`config.mk`:
```
export PLATFORM = sky130hd
export DESIGN_NAME = subword_access_frontend
export DESIGN_NICKNAME = d
export VERILOG_FILES = /design/src/rtl/swa_pkg.sv /design/src/rtl/swa_align_check.sv /design/src/rtl/swa_range_decode.sv /design/src/rtl/swa_lane_merge.sv /design/src/rtl/swa_read_extract.sv /design/src/rtl/subword_access_frontend.sv
export SDC_FILE = /design/constraint.sdc
export NUM_CORES = 1
export LEC_CHECK = 0
export ABC_AREA = 1
export BUFFER_PORTS_ARGS = -buffer_cell sky130_fd_sc_hd__buf_2
export CORE_AREA = 10 10 153 155
export DETAILED_ROUTE_END_ITERATION = 8
export DIE_AREA = 0 0 163 165
export HOLD_SLACK_MARGIN = 0.08
export PLACE_DENSITY = 0.74
export SYNTH_ARGS = -nofsm -noshare
export SYNTH_HDL_FRONTEND = slang
export SYNTH_SLANG_ARGS = --single-unit
```
`constraint.sdc`:
```
create_clock -name clk -period 2.5 [get_ports clk]
set_clock_uncertainty 0.15 [all_clocks]
set_input_delay 0.125 -clock clk [delete_from_list [all_inputs] [get_ports clk]]
set_output_delay 0.125 -clock clk [all_outputs]
set_load 0.02 [all_outputs]
```
`src/rtl/swa_pkg.sv`:
```
package swa_pkg;
   typedef enum logic [1:0] {
      SZ_BYTE  = 2'd0,
      SZ_HALF  = 2'd1,
      SZ_WORD  = 2'd2,
      SZ_DWORD = 2'd3
   } acc_size_e;

   localparam int CNT_W = 16;
endpackage

```
`src/rtl/swa_align_check.sv`:
```
module swa_align_check #(
   parameter int ADDR_W = 16,
   parameter int OFF_W  = 3,
   parameter int MAX_SZ = 3
) (
   input  logic [ADDR_W-1:0] addr,
   input  logic [1:0]        size,
   output logic [OFF_W-1:0]  offset,
   output logic [ADDR_W-1:0] word_addr,
   output logic              aligned
);
   logic [OFF_W:0]   len;
   logic [OFF_W:0]   len_m1;
   logic             size_ok;

   assign offset    = addr[OFF_W-1:0];
   assign word_addr = {addr[ADDR_W-1:OFF_W], {OFF_W{1'b0}}};
   assign len       = (OFF_W+1)'(1) << size;
   assign len_m1    = len - (OFF_W+1)'(1);
   assign size_ok   = (32'(size) <= MAX_SZ);
   assign aligned   = size_ok && ((offset & len_m1[OFF_W-1:0]) == '0);
endmodule

```
`src/rtl/swa_range_decode.sv`:
```
module swa_range_decode #(
   parameter int ADDR_W = 16,
   parameter int OFF_W  = 3,
   parameter int NRANGE = 3,
   parameter int IDX_W  = 5,
   parameter int SEL_W  = 2,
   parameter int CNT_W  = 16,
   parameter logic [NRANGE*ADDR_W-1:0] RANGE_BASE  = '0,
   parameter logic [NRANGE*CNT_W-1:0]  RANGE_WORDS = '0
) (
   input  logic              clk,
   input  logic              rst_n,
   input  logic [ADDR_W-1:0] word_addr,
   output logic              hit,
   output logic [SEL_W-1:0]  sel,
   output logic [IDX_W-1:0]  idx
);
   localparam int EXT_W = ADDR_W + CNT_W + OFF_W + 1;

   logic [NRANGE-1:0] hit_vec;
   logic [IDX_W-1:0]  idx_vec [NRANGE];

   for (genvar i = 0; i < NRANGE; i++) begin : g_rng
      localparam logic [ADDR_W-1:0] BASE  = RANGE_BASE[i*ADDR_W +: ADDR_W];
      localparam logic [CNT_W-1:0]  WORDS = RANGE_WORDS[i*CNT_W +: CNT_W];
      localparam logic [EXT_W-1:0]  LIM   = EXT_W'(BASE) + (EXT_W'(WORDS) << OFF_W);

      if (BASE[OFF_W-1:0] != '0) begin : g_bad_base
         $error("range base must be word aligned");
      end
      if (WORDS == '0 || 32'(WORDS) > (1 << IDX_W)) begin : g_bad_words
         $error("range word count must be 1 .. 2**IDX_W");
      end
      for (genvar j = i + 1; j < NRANGE; j++) begin : g_pair
         localparam longint BI = longint'(BASE);
         localparam longint BJ = longint'(RANGE_BASE[j*ADDR_W +: ADDR_W]);
         localparam longint EI = BI + 8 * longint'(WORDS);
         localparam longint EJ = BJ + 8 * longint'(RANGE_WORDS[j*CNT_W +: CNT_W]);
         if (BI < EJ && BJ < EI) begin : g_overlap
            $error("register ranges overlap");
         end
      end

      logic [ADDR_W-1:0] rel;
      assign rel        = word_addr - BASE;
      assign hit_vec[i] = (EXT_W'(word_addr) >= EXT_W'(BASE)) &&
                          (EXT_W'(word_addr) <  LIM);
      assign idx_vec[i] = IDX_W'(rel >> OFF_W);
   end

   always_comb begin
      sel = '0;
      idx = '0;
      for (int i = NRANGE - 1; i >= 0; i--) begin
         if (hit_vec[i]) begin
            sel = SEL_W'(i);
            idx = idx_vec[i];
         end
      end
   end

   assign hit = |hit_vec;

   // ranges are disjoint, so at most one range can claim an address
   a_r2_single_hit: assert property (@(posedge clk) disable iff (!rst_n)
      $onehot0(hit_vec));
endmodule

```
`src/rtl/swa_lane_merge.sv`:
```
module swa_lane_merge #(
   parameter int DATA_W = 64,
   parameter int LANES  = DATA_W / 8,
   parameter int OFF_W  = $clog2(LANES)
) (
   input  logic              clk,
   input  logic              rst_n,
   input  logic              chk_en,
   input  logic [1:0]        size,
   input  logic [OFF_W-1:0]  offset,
   input  logic [DATA_W-1:0] wdata,
   input  logic [DATA_W-1:0] old,
   output logic [DATA_W-1:0] mask,
   output logic [DATA_W-1:0] merged
);
   logic [LANES-1:0]  field_lanes;
   logic [LANES-1:0]  lane_en;
   logic [DATA_W-1:0] field_bits;
   logic [DATA_W-1:0] data_sh;

   for (genvar l = 0; l < LANES; l++) begin : g_lane
      assign field_lanes[l]      = (32'(l) < (32'd1 << size));
      assign field_bits[8*l +: 8] = {8{field_lanes[l]}};
      assign mask[8*l +: 8]       = {8{lane_en[l]}};
   end

   assign lane_en = field_lanes << offset;
   assign data_sh = (wdata & field_bits) << {offset, 3'b000};
   assign merged  = (old & ~mask) | data_sh;

   // an aligned access changes exactly as many lanes as its length
   a_r4_lane_count: assert property (@(posedge clk) disable iff (!rst_n)
      chk_en |-> ($countones(lane_en) == (32'd1 << size)));
endmodule

```
`src/rtl/swa_read_extract.sv`:
```
module swa_read_extract #(
   parameter int DATA_W = 64,
   parameter int LANES  = DATA_W / 8,
   parameter int OFF_W  = $clog2(LANES)
) (
   input  logic              clk,
   input  logic              rst_n,
   input  logic              chk_en,
   input  logic [1:0]        size,
   input  logic [OFF_W-1:0]  offset,
   input  logic [DATA_W-1:0] word,
   output logic [DATA_W-1:0] result
);
   logic [DATA_W-1:0] shifted;
   logic [DATA_W-1:0] ext [OFF_W+1];

   assign shifted = word >> {offset, 3'b000};

   for (genvar k = 0; k < OFF_W; k++) begin : g_ext
      localparam int FW = 8 << k;
      assign ext[k] = {{(DATA_W-FW){shifted[FW-1]}}, shifted[FW-1:0]};
   end
   assign ext[OFF_W] = shifted;

   always_comb begin
      result = '0;
      for (int k = 0; k <= OFF_W; k++) begin
         if (32'(size) == k) result = ext[k];
      end
   end

   // a byte read fills every upper bit with the byte's top bit
   a_r6_byte_sign_fill: assert property (@(posedge clk) disable iff (!rst_n)
      (chk_en && size == 2'd0) |-> (result[DATA_W-1:8] == {(DATA_W-8){word[8*offset+7]}}));
endmodule

```
`src/rtl/subword_access_frontend.sv`:
```
module subword_access_frontend
   import swa_pkg::*;
#(
   parameter int ADDR_W = 16,
   parameter int DATA_W = 64,
   parameter int NRANGE = 3,
   parameter int IDX_W  = 5,
   parameter logic [NRANGE*ADDR_W-1:0] RANGE_BASE  = {16'h0400, 16'h0200, 16'h0100},
   parameter logic [NRANGE*CNT_W-1:0]  RANGE_WORDS = {16'd32, 16'd8, 16'd4},
   localparam int SEL_W = (NRANGE > 1) ? $clog2(NRANGE) : 1
) (
   input  logic              clk,
   input  logic              rst_n,
   input  logic              req_valid,
   input  logic              req_write,
   input  logic [ADDR_W-1:0] req_addr,
   input  logic [1:0]        req_size,
   input  logic [DATA_W-1:0] req_wdata,
   output logic              rsp_valid,
   output logic              rsp_err,
   output logic [DATA_W-1:0] rsp_rdata,
   output logic [SEL_W-1:0]  bank_sel,
   output logic [IDX_W-1:0]  bank_idx,
   input  logic [DATA_W-1:0] bank_rd_data,
   output logic              bank_wr_en,
   output logic [DATA_W-1:0] bank_wr_data,
   output logic [DATA_W-1:0] bank_wr_mask,
   output logic [DATA_W-1:0] bank_wr_old
);
   localparam int LANES  = DATA_W / 8;
   localparam int OFF_W  = $clog2(LANES);
   localparam int MAX_SZ = OFF_W;

   if (DATA_W != 32 && DATA_W != 64) begin : g_bad_width
      $error("DATA_W must be 32 or 64");
   end
   if (ADDR_W <= OFF_W) begin : g_bad_addr
      $error("ADDR_W too small");
   end

   logic [OFF_W-1:0]  offset;
   logic [ADDR_W-1:0] word_addr;
   logic              aligned;
   logic              hit;
   logic              acc_ok;
   logic [DATA_W-1:0] rd_ext;

   swa_align_check #(.ADDR_W(ADDR_W), .OFF_W(OFF_W), .MAX_SZ(MAX_SZ)) u_align (
      .addr(req_addr), .size(req_size), .offset(offset),
      .word_addr(word_addr), .aligned(aligned));

   swa_range_decode #(
      .ADDR_W(ADDR_W), .OFF_W(OFF_W), .NRANGE(NRANGE), .IDX_W(IDX_W),
      .SEL_W(SEL_W), .CNT_W(CNT_W), .RANGE_BASE(RANGE_BASE),
      .RANGE_WORDS(RANGE_WORDS)) u_decode (
      .clk(clk), .rst_n(rst_n), .word_addr(word_addr),
      .hit(hit), .sel(bank_sel), .idx(bank_idx));

   assign acc_ok = req_valid && aligned && hit;

   swa_lane_merge #(.DATA_W(DATA_W)) u_merge (
      .clk(clk), .rst_n(rst_n), .chk_en(req_valid && aligned),
      .size(req_size), .offset(offset), .wdata(req_wdata),
      .old(bank_rd_data), .mask(bank_wr_mask), .merged(bank_wr_data));

   swa_read_extract #(.DATA_W(DATA_W)) u_extract (
      .clk(clk), .rst_n(rst_n), .chk_en(req_valid && aligned),
      .size(req_size), .offset(offset), .word(bank_rd_data), .result(rd_ext));

   assign bank_wr_en  = acc_ok && req_write;
   assign bank_wr_old = bank_rd_data;

   always_ff @(posedge clk or negedge rst_n) begin
      if (!rst_n) begin
         rsp_valid <= 1'b0;
         rsp_err   <= 1'b0;
         rsp_rdata <= '0;
      end else begin
         rsp_valid <= req_valid;
         rsp_err   <= req_valid && !(aligned && hit);
         rsp_rdata <= (acc_ok && !req_write) ? rd_ext : '0;
      end
   end

   // every request is answered in the next cycle
   a_r8_rsp_follows_req: assert property (@(posedge clk) disable iff (!rst_n)
      req_valid |=> rsp_valid);
   // no response without a request
   a_r8_no_spurious_rsp: assert property (@(posedge clk) disable iff (!rst_n)
      !req_valid |=> !rsp_valid);
   // a misaligned request gets an error response
   a_r1_misaligned_err: assert property (@(posedge clk) disable iff (!rst_n)
      (req_valid && !aligned) |=> rsp_err);
   // an errored request never wrote the bank
   a_r2_no_write_on_err: assert property (@(posedge clk) disable iff (!rst_n)
      rsp_err |-> !$past(bank_wr_en));
   // error responses carry zero data
   a_r2_err_data_zero: assert property (@(posedge clk) disable iff (!rst_n)
      rsp_err |-> (rsp_rdata == '0));
endmodule

```
==> results of run 1 <==
==> report_power, final <==
group / internal, uW / switching, uW
Combinational: 576 / 1400
Sequential: 1070 / 0.369
Clock: 777 / 467
Total: 2420 / 1870
==> state kept, by name (all words and copies together), names as in the netlist <==
| register | count |
|---|---|
| rsp_err | 1 |
| rsp_rdata | 64 |
| rsp_valid | 1 |
==> area by class of cell <==
type / count / area, um2
fill: 2205 / 10400
multi-input combinational: 971 / 4550
timing repair buffer: 470 / 2610
sequential: 66 / 1650
tap: 270 / 338
inverter: 88 / 332
clock buffer: 9 / 225
clock inverter: 7 / 76.3
antenna: 2 / 5.00
==> cell families after synthesis <==
kind of cell	synth area share (%)
fa+ha+maj	0.316
flops	20.9
compound gates	18.3
buf+inv	21.6
simple gates	38.9
==> through the flow <==
step	utilization, %	setup slack (ns)	hold slack (ns)	power, uW
floorplan	-	0.252	-0.321	2360
CTS	48.5	0.153	0.0987	4290
finish	48.5	0.158	0.118	4290
global placement	46.9	0.234	0.0626	3040
global route	48.5	0.0129	0.147	4500
detailed placement	46.9	0.170	0.0696	3030
==> worst max-delay path: cells and delay by family <==
family | cells | cell delay [ns]
buffers and inverters | 6 | 0.97
and+or+nand+nor | 5 | 0.51
AOI/OAI and AO/OA | 2 | 0.23
adders and majority gates | 1 | 0.20
==> metal layers <==
metal,track usage (%),share of wire (%)
met5,0,0.030
met4,13.4,4.4
met3,7.62,10
met2,53.0,48
met1,36.2,37
==> layout by cell type, fill, tap and decap left out, drive strengths merged, types with 2 or more instances in the layout <==
cell           n
a21oi         55
a31oi          8
buf          468
clkbuf         9
clkinv         4
clkinvlp       2
dfrtp         66
diode          2
dlygate4sd3    2
ha             2
inv           88
nand2        398
nand3        148
nand4         34
nor2         134
nor3           3
o211ai        53
o21ai        111
o21bai         3
o221ai         7
o22ai          7
or2            4
==> timing repair <==
action | in CTS | in global routing
endpoints found under the hold margin | 32 | 0
gates resized for setup | 0 | 1
hold buffers | 2 | 0
buffers inserted | 0 | 0
endpoints found under the setup margin | 0 | 3
==> path summary, 6_finish.rpt <==
path,start,end,slack [ns],depth (start not counted)
max,req_size[0],bank_wr_data[52],0.16,14
min,req_addr[11],rsp_err,0.12,5
max in group asynchronous,rst_n,rsp_rdata[50],1.33,3
min in group asynchronous,rst_n,rsp_rdata[38],0.25,2
==> impl_metrics.tcl, run 1 <==
set metrics [dict create \
    p_per_area_nw_per_um2 439 \
    place_inst 1863 \
    drc 0 \
    period_share_pct 93.7 \
    yosysMostFrequentCell "nand2_1" \
    synthCells 1341 \
    clk_pin_slew_ns 0.06 \
    row_count 52 \
    synth-edff-count 0 \
    synthTopCellsByArea "dfrtp_1 (21%), nand2_1 (19%), buf_4 (12%)" \
    async_flop_share_pct 100 \
    slowest_delay_ns 0.25 \
    first_pass_iters 6 \
    nNetsFinal 1758 \
    overflow 0 \
    yosys_warnings 0 \
    drive_gt1_share_pct 31.8 \
    hpwlAfterDp_um 36200 \
    worstPathArrival_ns 2.07 \
    worstMarginPinSlew_ns 0.728 \
    ir_drop_v 0.000331 \
    worstSetupPathType "in2out" \
    port_buffers 415 \
    ys_seq_elements 66 \
    hp-class "in2reg" \
    grt_pass1_vias 10300 \
    end_kind "primary output" \
    die_y_um 165 \
    relSlewSlack_pct 51.4 \
    wl_per_cell_um 23.4 \
    ys_types 38 \
    vias_per_cell 5.57 \
    final_hold_viol_count 0 \
    die_area_um2 26900 \
    clock-sinks 66 \
    htree_levels 3 \
    grt_pass1_wl_um 64000 \
    cp.required_ns 2.23 \
    postPlaceCellArea_um2 9460 \
    seq_area_frac_synth_pct 20.9 \
    fin_crit_ns 2.34 \
    grt_max_degree 54 \
    grt_antenna_before_repair 2 \
    numCtsBuffers 9 \
    io_pins 416 \
    status "complete, no violations" \
    grt_use_total_pct 31.0 \
    gp_congestion 1.10 \
    drtIter0Drc 1227 \
    synth_top_flop_cell "dfrtp_1" \
    path_cells "buf_2, inv_1, nor2_2, inv_1, ha_1, nand2_2, buf_4, nand2_1, o21ai_1, o21ai_1, buf_4, nand2_1, nand3_1, buf_2" \
    syn_nets 1493 \
    start_kind "input port" \
    die_w_um 163 \
    avgSynthCellArea_um2 5.90 \
    clk_path_buf_depth 2 \
    syn-cell-area_um2 7910 \
    vias 10500 \
    wl_um 44000 \
    maxCapViolations 0 \
    stdcell_count 1883 \
    fin_tns_setup_ns 0 \
    synth_top_area_share_pct 20.9 \
    ant_nets 0 \
    cts_root_buffer "clkbuf_16" \
    p_leak_uw 0.00549 \
    fmax_ghz 0.427 \
    ys_top_cells_by_count "nand2_1 (392), nand3_1 (147), buf_4 (125), nor2_1 (125), o21ai_0 (107)" \
    cts_tree "done" \
    setup_viol 0 \
    start_util_pct 39.2 \
    slew_viol_final 0 \
    rsz0062_at_grt "no" \
    core_area_um2 20200 \
    syn2layout_area_growth_pct 23.8 \
    synth_largest_area_cell "dfrtp_1" \
    fin_area_um2 9790 \
    critPathMaxFanout 16 \
    slowest_stage "buf_4" \
]
Note: power is estimated with default switching activity, not from simulation.
==> run 2, diff against run 1 <==
--- a/config.mk
+++ b/config.mk
@@ -7,11 +7,12 @@
 export LEC_CHECK = 0
 export ABC_AREA = 1
 export BUFFER_PORTS_ARGS = -buffer_cell sky130_fd_sc_hd__buf_2
-export CORE_AREA = 10 10 153 155
+export CORE_AREA = 10 10 155 157
 export DETAILED_ROUTE_END_ITERATION = 8
-export DIE_AREA = 0 0 163 165
+export DIE_AREA = 0 0 165 167
 export HOLD_SLACK_MARGIN = 0.08
-export PLACE_DENSITY = 0.74
+export PLACE_DENSITY = 0.77
 export SYNTH_ARGS = -nofsm -noshare
 export SYNTH_HDL_FRONTEND = slang
+export SYNTH_HIERARCHICAL = 1
 export SYNTH_SLANG_ARGS = --single-unit
==> impl_metrics.tcl, run 2 <==
set metrics [dict create \
    status "complete, no violations" \
    worstSetupPathType "in2out" \
    grt_pass1_wl_um 60900 \
    die_w_um 165 \
    syn2layout_area_growth_pct 14.7 \
    stdcell_count 1962 \
    grt_pass1_vias 10200 \
    fin_crit_ns 2.13 \
    die_y_um 167 \
    hpwlAfterDp_um 32900 \
    setup_viol 0 \
    worst-path-buf-inv 4 \
    start_kind "input port" \
    ant_nets 0 \
    vias 10700 \
    clk_pin_slew_ns 0.05 \
    power.share.clock_pct 30.6 \
    cp.required_ns 2.23 \
    port_buffers 415 \
    slew_viol_final 0 \
    largest_reg_flops 64 \
    clk_path_buf_depth 2 \
    first_pass_iters 6 \
    rsz0062_at_grt "no" \
    final_cell_mix "buf_2 (413), nand2_1 (404), nand3_1 (323), inv_1 (102), nor2_2 (70)" \
    start_util_pct 42.7 \
    syn_nets 1614 \
    relSlewSlack_pct 46.3 \
    avgSynthCellArea_um2 6.08 \
    fin_tns_setup_ns 0 \
    worstMarginPinSlew_ns 0.805 \
    power.total_uw 4400 \
    worstHoldPathCells 4 \
    final_common_cell "buf_2" \
    core_area_um2 20800 \
    p_per_area_nw_per_um2 431 \
    grt_antenna_before_repair 0 \
    ir_drop_v 0.000293 \
    crit_family "buffers and inverters" \
    slowest_delay_ns 0.46 \
    postPlaceCellArea_um2 9860 \
    numCtsBuffers 9 \
    p_sw_uw 1840 \
    timing.hold.ws_ns 0.0906 \
    drc 0 \
    io_pins 416 \
    drive_gt1_share_pct 34.8 \
    place_inst 1944 \
    hp-class "in2reg" \
    holdBufCountCts 2 \
    drtIter0Drc 1425 \
    wl_per_cell_um 20.7 \
    netSwitchingFraction_pct 41.9 \
    end_kind "primary output" \
    row_count 53 \
    critPathMaxFanout 28 \
    cts_root_buffer "clkbuf_16" \
    intPower_uw 2550 \
    cts_resized 0 \
    die_area_um2 27600 \
    combPwrFrac_pct 45.0 \
    reg_top3 "rsp_rdata (64), rsp_err (1), rsp_valid (1)" \
    clock-sinks 66 \
    nNetsFinal 1832 \
    grt_use_total_pct 27.9 \
    wl_um 40700 \
    gp_congestion 0.999 \
    htree_levels 3 \
    fin_area_um2 10200 \
    top_register "rsp_rdata" \
    crit_cells 6 \
    maxCapViolations 0 \
    diodes 0 \
    grt_max_degree 91 \
    syn-cell-area_um2 8900 \
    worstPathArrival_ns 1.86 \
    synthCells 1464 \
    cts_tree "done" \
    cpMostUsedCell "nand3_1" \
    final_hold_viol_count 0 \
    fmax_ghz 0.469 \
    vias_per_cell 5.47 \
    yosys_warnings 6 \
    period_share_pct 85.3 \
    cts_setup_buffers 0 \
    slowest_stage "nand3_1" \
    seqPwrFrac_pct 24.4 \
    path_cells "buf_4, inv_4, nand3_1, nand3_1, inv_1, buf_2" \
    p_leak_uw 0.00601 \
    overflow 0 \
]
[run 2: cell type report]
type / count / area [um2]
well taps: 275 / 344
inverters: 115 / 442
repair buffers: 445 / 2360
clock inverters: 6 / 90.1
flip-flops and latches: 66 / 1650
clock buffers: 10 / 239
fillers: 2221 / 10600
multi-input cells: 1045 / 5080
[run 2: per-layer routing]
layer  global-route usage [%]  part of all wire [%]  up-vias
li1                         -                     -     5070
met1                     36.0                    39     4883
met2                     45.8                    48      708
met3                     5.92                    10       67
met4                     7.63                   2.5        0
met5                        0                     0        -
[run 2: power by group through the flow]
stage          Sequential (uW)  Combinational, uW  Clock (uW)
3_5_place_dp              1090               1950           0
5_1_grt                   1070               2140        1420
4_1_cts                   1070               1960        1370
6_report                  1070               1980        1350
3_3_place_gp              1090               1940           0
2_1_floorplan             1090               1420           0
[run 2: worst paths after layout]
path,from,endpoint
max in group asynchronous,rst_n,rsp_rdata[9]
min in group asynchronous,rst_n,rsp_rdata[7]
hold / removal,req_write,rsp_rdata[55]
setup / recovery,req_addr[0],bank_wr_mask[15]
[run 2: per-stage QoR]
stage | utilization, % | setup WS, ns
after global placement | 47.3 | 0.373
after detailed placement | 47.3 | 0.398
final | 49.0 | 0.367
after CTS | 49.0 | 0.397
after global routing | 49.0 | 0.271
after floorplan | - | 0.669
==> run 3, diff against run 2 <==
--- a/config.mk
+++ b/config.mk
@@ -7,11 +7,11 @@
 export LEC_CHECK = 0
 export ABC_AREA = 1
 export BUFFER_PORTS_ARGS = -buffer_cell sky130_fd_sc_hd__buf_2
-export CORE_AREA = 10 10 155 157
+export CORE_MARGIN = 10
+export CORE_UTILIZATION = 30
 export DETAILED_ROUTE_END_ITERATION = 8
-export DIE_AREA = 0 0 165 167
 export HOLD_SLACK_MARGIN = 0.08
-export PLACE_DENSITY = 0.77
+export PLACE_DENSITY = 0.59
 export SYNTH_ARGS = -nofsm -noshare
 export SYNTH_HDL_FRONTEND = slang
 export SYNTH_HIERARCHICAL = 1
==> constraint.sdc (replaced) <==
create_clock -name clk -period 2.7 [get_ports clk]
set_clock_uncertainty 0.15 [all_clocks]
set_input_delay 0.135 -clock clk [delete_from_list [all_inputs] [get_ports clk]]
set_output_delay 0.135 -clock clk [all_outputs]
set_load 0.02 [all_outputs]
==> impl_metrics.tcl, run 3 (synthesized netlist as in run 2, its figures left out) <==
set metrics [dict create \
    ir_drop_v 0.000287 \
    final_cell_mix "buf_2 (413), nand2_1 (404), nand3_1 (323), inv_1 (102), nor2_2 (70)" \
    worstPathArrival_ns 1.97 \
    wl_um 44600 \
    fmax_ghz 0.443 \
    drc 0 \
    critPathMaxFanout 27 \
    vias 10500 \
    cts_tree "done" \
    port_buffers 415 \
    setup_viol 0 \
    row_count 62 \
    hp-class "in2reg" \
    largest_reg_flops 64 \
    die_w_um 192 \
    die_area_um2 37000 \
    final_common_cell "buf_2" \
    clk_path_buf_depth 2 \
    cts_setup_buffers 0 \
    fin_tns_setup_ns 0 \
    first_pass_iters 5 \
    start_util_pct 30.7 \
    grt_pass1_wl_um 65300 \
    fin_crit_ns 2.26 \
    maxCapViolations 0 \
    overflow 0 \
    numCtsBuffers 9 \
    clock-sinks 66 \
    core_area_um2 29000 \
    drtIter0Drc 1054 \
    status "complete, no violations" \
    worstMarginPinSlew_ns 0.824 \
    worstSetupPathType "in2out" \
    cts_resized 0 \
    endpoint "bank_wr_mask[15]" \
    period_share_pct 83.5 \
    htree_levels 3 \
    clk_pin_slew_ns 0.05 \
    top_register "rsp_rdata" \
    io_pins 416 \
    p_leak_uw 0.00601 \
    slew_viol_final 0 \
    cp.required_ns 2.41 \
    final_util_pct 35.6 \
    relSlewSlack_pct 45.1 \
    vias_per_cell 5.06 \
    startpoint "req_addr[1]" \
    start_kind "input port" \
    ant_nets 0 \
    grt_antenna_before_repair 2 \
    grt_pass1_vias 10200 \
    end_kind "primary output" \
    final_hold_viol_count 0 \
    cts_root_buffer "clkbuf_16" \
    hpwlAfterDp_um 36500 \
    drive_gt1_share_pct 34.7 \
    p_per_area_nw_per_um2 404 \
    die_y_um 192 \
    grt_max_degree 68 \
    syn2layout_area_growth_pct 16.2 \
    nNetsFinal 1830 \
    reg_top3 "rsp_rdata (64), rsp_err (1), rsp_valid (1)" \
    gp_congestion 0.934 \
    grt_use_total_pct 22.8 \
    wl_per_cell_um 21.5 \
    rsz0062_at_grt "no" \
]
==> run 3: changes by cell type in the layout (fill, tap and decap cells not counted), sizes merged <==
| cell | previous run | this run |
|---|---|---|
| buf | 443 | 441 |
| bufinv | 2 | 3 |
| clkbuf | 10 | 9 |
| clkinvlp | 1 | 0 |
| diode | 0 | 2 |
| inv | 115 | 116 |
==> run 3: worst max-delay path: stages <==
cell	delay (ns)
buf_4	0.23
inv_2	0.17
buf_4	0.30
nand3_1	0.52
inv_1	0.37
buf_2	0.23
==> run 3: where the power goes <==
part	total (uW)	switching, uW	internal (uW)
registers	992	0.526	991
logic	1840	1310	533
clock network	1350	439	909
==> run 3: worst min path at each step <==
| stage | start | endpoint | cells past startpoint |
|---|---|---|---|
| 2_1_floorplan | rst_n | rsp_err | 0 |
| 3_3_place_gp | req_valid | rsp_valid | 1 |
| 3_5_place_dp | req_valid | rsp_valid | 1 |
| 4_1_cts | req_write | rsp_rdata[8] | 4 |
| 5_1_grt | req_write | rsp_rdata[6] | 4 |
| 6_report | req_write | rsp_rdata[6] | 4 |
==> run 3: timing repair <==
| item | 4_1_cts | 5_1_grt |
|---|---|---|
| hold endpoints to repair | 68 | 0 |
| hold buffers | 2 | 0 |
| setup endpoints to repair | 0 | 0 |
==> run 3: area by class of cell <==
class | count | area [um2]
Antenna cell | 2 | 5.00
Clock buffer | 9 | 225
Clock inverter | 7 | 125
Fill cell | 3346 | 18700
Inverter | 115 | 442
Multi-Input combinational cell | 1045 | 5080
Sequential cell | 66 | 1650
Tap cell | 384 | 480
Timing Repair Buffer | 443 | 2330
==> run 3: per-stage QoR <==
| step | cell area (um2) | instances | worst slack, ns | power [uW] | hold WS (ns) |
|---|---|---|---|---|---|
| floorplan | 8900 | 1464 | 0.849 | 2330 | -0.311 |
| global placement | 9970 | 2051 | 0.480 | 2850 | 0.167 |
| detailed placement | 9970 | 2051 | 0.492 | 2850 | 0.169 |
| CTS | 10300 | 2069 | 0.489 | 4210 | 0.0804 |
| global route | 10300 | 2070 | 0.355 | 4410 | 0.130 |
| finish | 10300 | 2071 | 0.445 | 4180 | 0.0774 |
==> run 3: routing by layer <==
metal	GRT usage (%)	part of all wire, %	wire, um
met5	0	0	0
met4	4.98	1.8	792
met3	3.63	7.5	3350
met2	38.1	48	21300
met1	30.3	43	19200
